[src/rtl/wg_barrier_sync.sv]
module wg_barrier_sync #(
  parameter int NUM_WAVES = 4,
  parameter int LANES     = 8
) (
  input  logic                       clk,
  input  logic                       rst_n,
  input  logic [NUM_WAVES-1:0]       wave_en_i,
  input  logic [NUM_WAVES-1:0]       arrive_i,
  input  logic [NUM_WAVES*LANES-1:0] active_mask_i,
  input  logic [NUM_WAVES*LANES-1:0] member_mask_i,
  output logic [NUM_WAVES-1:0]       waiting_o,
  output logic                       release_o,
  output logic [NUM_WAVES-1:0]       div_err_o
);

  logic [NUM_WAVES-1:0] arrived_q, accept, diverged, gathered;
  logic                 all_in;

  assign accept   = arrive_i & wave_en_i & ~arrived_q;
  assign gathered = arrived_q | accept;
  assign all_in   = (|accept) && ((gathered & wave_en_i) == wave_en_i);

  for (genvar w = 0; w < NUM_WAVES; w++) begin : g_wave
    logic [LANES-1:0] act, mem;
    assign act = active_mask_i[w*LANES +: LANES];
    assign mem = member_mask_i[w*LANES +: LANES];
    assign diverged[w] = (act & mem) != mem;

    p_hold_until_release_r2: assert property (@(posedge clk) disable iff (!rst_n)
      waiting_o[w] |=> (waiting_o[w] || release_o));

    p_err_marks_arrival_r5: assert property (@(posedge clk) disable iff (!rst_n)
      div_err_o[w] |-> (waiting_o[w] || release_o));
  end

  always_ff @(posedge clk) begin
    if (!rst_n) begin
      arrived_q <= '0;
      release_o <= 1'b0;
      div_err_o <= '0;
    end else begin
      arrived_q <= all_in ? '0 : gathered;
      release_o <= all_in;
      div_err_o <= accept & diverged;
    end
  end

  assign waiting_o = arrived_q;

  p_release_clears_r3: assert property (@(posedge clk) disable iff (!rst_n)
    release_o |-> (waiting_o == '0));

  p_release_needs_all_r3: assert property (@(posedge clk) disable iff (!rst_n)
    release_o |-> ($past(wave_en_i & ~(waiting_o | arrive_i)) == '0));

  p_err_needs_arrive_r5: assert property (@(posedge clk) disable iff (!rst_n)
    (|div_err_o) |-> $past(|arrive_i));

  p_only_enabled_wait_r7: assert property (@(posedge clk) disable iff (!rst_n)
    (waiting_o & ~wave_en_i) == '0);

  p_en_stable_r7: assert property (@(posedge clk) disable iff (!rst_n)
    (|waiting_o) |-> $stable(wave_en_i));

endmodule

[config.mk]
export PLATFORM = sky130hd
export DESIGN_NAME = wg_barrier_sync
export DESIGN_NICKNAME = d
export VERILOG_FILES = /design/src/rtl/wg_barrier_sync.sv
export SDC_FILE = /design/constraint.sdc
export NUM_CORES = 1
export LEC_CHECK = 0
export BUFFER_PORTS_ARGS = -buffer_cell sky130_fd_sc_hd__buf_2
export CAP_MARGIN = 20
export CORE_MARGIN = 2
export CORE_UTILIZATION = 33
export DETAILED_ROUTE_END_ITERATION = 8
export HOLD_SLACK_MARGIN = 0.1
export PLACE_DENSITY = 0.83
export SYNTH_ARGS = -nofsm -noshare
export SYNTH_HDL_FRONTEND = slang
export SYNTH_SLANG_ARGS = --single-unit
[constraint.sdc]
create_clock -name clk -period 3.8 [get_ports clk]
set_input_delay 0.38 -clock clk [delete_from_list [all_inputs] [get_ports clk]]
set_output_delay 0.38 -clock clk [all_outputs]
set_load 0.05 [all_outputs]
==> key figures <==
Timing
  • Setup_tns: 0 ns
  • Final hold vios: 0
  • Measured slew at the worst slew-check pin: 0.685 ns
  • Fmax: 0.689 GHz
  • Final setup fails: 0
  • RSZ-0062 raised after global routing: no
  • Period utilization: 38.2%
  • Clock Skews: between 0.003 and 0.004 ns
  • Slew headroom: 53.9%
  • Minimum clock period: 1.45 ns
  • Final Max Tran Viols: 0

Place
  • PortBufs: 82
  • Final GP Congestion: between 0.6 and 0.7
  • Placed insts: 187
  • Final HPWL DP: 1810 µm

Synth
  • Synth top area share: 29.1%
  • Syn nets: roughly 160
  • Synth Area in Simple Gates: 29.5%
  • Most area-hungry cell type in the Yosys netlist: dfxtp_1
  • Post-Synth XOR/XNOR Area: 0%
  • Seq cells post-synth: 9
  • Seq/Total Area, Yosys: 29.1%
  • Yosys warning count: 0
  • Synth Area in Compound Gates: 28.7%
  • Mux contribution to synthesized area: 0%
  • Cell Area, Synth: between 600 and 700 µm²
  • Post-synthesis adder-cell area fraction: 0%
  • Main combinational cell family by area after synthesis: simple AND/OR/NAND/NOR gates
  • Share of flip-flops with an asynchronous set or reset: 0%
  • Yosys cell types: 18
  • Post-synth top flop: dfxtp_1
  • Post-synth EDFFs: 0
  • Syn_area_per_cell: 7.65 µm²
  • Cells after Synth: 81
  • Most area-consuming cells after synthesis: dfxtp_1 29%, inv_1 12%, nand2b_1 12%, o22ai_1 8.1%, o2111ai_1 5.7%

Route
  • Via-to-Cell Ratio: 4.57
  • DRC marker count from the first detailed-route iteration: 5
  • Routed Antenna Nets: 0
  • Routed WL per cell: 10.6 µm
  • First-pass iteration count of the detailed router: 4
  • # DRC: 0
  • Wirelength, routed: 2030 µm
  • Vias after detailed routing: 872

Clocking
  • CTS Sinks: 9
  • Clock Latency Late Sink: 0.26 ns
  • CTS tree: yes
  • Post-CTS Setup Inserts: 0
  • Post-cts sizing count: 0
  • CTS buffer count: 3
  • Clock buffer depth: 2
  • Hold buffers post-CTS: 0
  • H-tree levels: 1
  • CTS root buf: clkbuf_4
  • Clock Pin Slew Worst Setup and Hold Paths: 0.06 ns

Global route
  • Largest net degree at the start of global routing: 10
  • Total GRT Usage: between 10% and 20%
  • Number of global-route vias before repair: 738
  • First-pass GRT wire length: ~2600 µm
  • Grt total ovfl: 0
  • Initial antenna violation count: 0

Min path
  • HP Class: in -> reg

Pwr
  • Pwr dens: ~260 mW/mm²
  • Leak Pwr: 0.000673 µW
  • Worst vdd ir: 0.000150 V

Setup path
  • Critical path endpoint category: flip-flop
  • Req. time, crit path: between 3 and 4 ns
  • CP arrival: 1.60 ns
  • Critical path type: reg -> reg
  • Setup crit start kind: flip-flop
  • CP max FO: 5

Layout
  • Nets@finish: ~240
  • Area grow syn2layout: 74.9%
  • Share of cells above drive strength 1: 53.6%
  • N_diodes: 0
  • Final Non-Filler Cells: between 150 and 200

Floorplanning
  • Core Region: 0.00175 mm²
  • I/O pin cnt: between 80 and 90
  • FP Rows: 15
  • Die X-Extent: 47.3 µm
  • Die area: 0.00224 mm²
  • Die height: 47.3 µm
  • Initial Utilization: 35.5%

Run status
  • Status: finished, final reports clean

Flow run
  • Total of max-cap violations: 0
sequential cells by signal (all words and copies together), names as in the netlist:
| register | flops |
|---|---|
| release_o | 1 |
| div_err_o | 4 |
| waiting_o | 4 |
synthesized netlist by cell type, types with 3 or more instances:
library cell / instances
nor3b_1: 4
o22ai_1: 8
dfxtp_1: 9
nand2b_1: 12
inv_1: 20
a21oi_1: 4
and3b_1: 3
a21o_1: 3
nand2_1: 4
o311a_1: 3
o2111ai_1: 4
final timing paths:
kind,cells after the start,slack [ns],from,endpoint
max,3,2.35,waiting_o[1],release_o
min,3,0.42,rst_n,waiting_o[0]
max reg2reg,3,2.35,waiting_o[1],release_o
min reg2reg,3,0.61,waiting_o[0],waiting_o[0]
per-stage QoR:
stage	power [µW]	setup WS (ns)	utilization, %	hold WS, ns	cell area [µm²]
6_report	281	2.35	62.1	0.420	1080
5_1_grt	300	2.30	62.1	0.419	1080
4_1_cts	284	2.35	62.1	0.417	1080
3_5_place_dp	210	2.22	60.6	0.605	1060
3_3_place_gp	206	2.26	60.6	0.607	1060
2_1_floorplan	161	2.07	-	0.632	619
layer usage:
layer / vias to the layer above / GRT usage (%) / routed length (µm)
li1: 452 / - / -
met1: 369 / 16.1 / 710
met2: 49 / 33.8 / 1070
met3: 2 / 2.31 / 230
met4: 0 / 9.44 / 19
met5: - / 0 / 0
final cells by class:
| type | instances | area [µm²] |
|---|---|---|
| fill | 158 | 662 |
| clock buffer | 4 | 26.3 |
| multi-input combinational | 51 | 360 |
| sequential | 9 | 180 |
| timing repair buffer | 82 | 410 |
| inverter | 20 | 75.1 |
| tap | 25 | 31.3 |
critical path, cell delays in order, from the launching register on:
cell and delay, ns:
dfxtp_1 0.36, and3b_1 0.21, or4_4 0.57, and3_1 0.20
cell usage in the layout (no fill, tap or decap), drive strengths merged, types with 8 or more instances in the layout:
cell    netlist  routed
nand2b       12      12
dfxtp         9       9
o22ai         8       8
buf           0      82
inv          20      20
power breakdown:
part	switching, µW	internal, µW
Sequential	3.39	100
Clock	33.8	40.5
Combinational	51.8	51.4
kinds of logic (layout without fill, tap and decap cells):
| logic type | after synthesis | count (layout) |
|---|---|---|
| AOI/OAI and AO/OA | 24 | 24 |
| buffers and inverters | 21 | 106 |
| and+or+nand+nor | 27 | 27 |
| DFF | 9 | 9 |
Note: power is estimated with default switching activity, not from simulation.
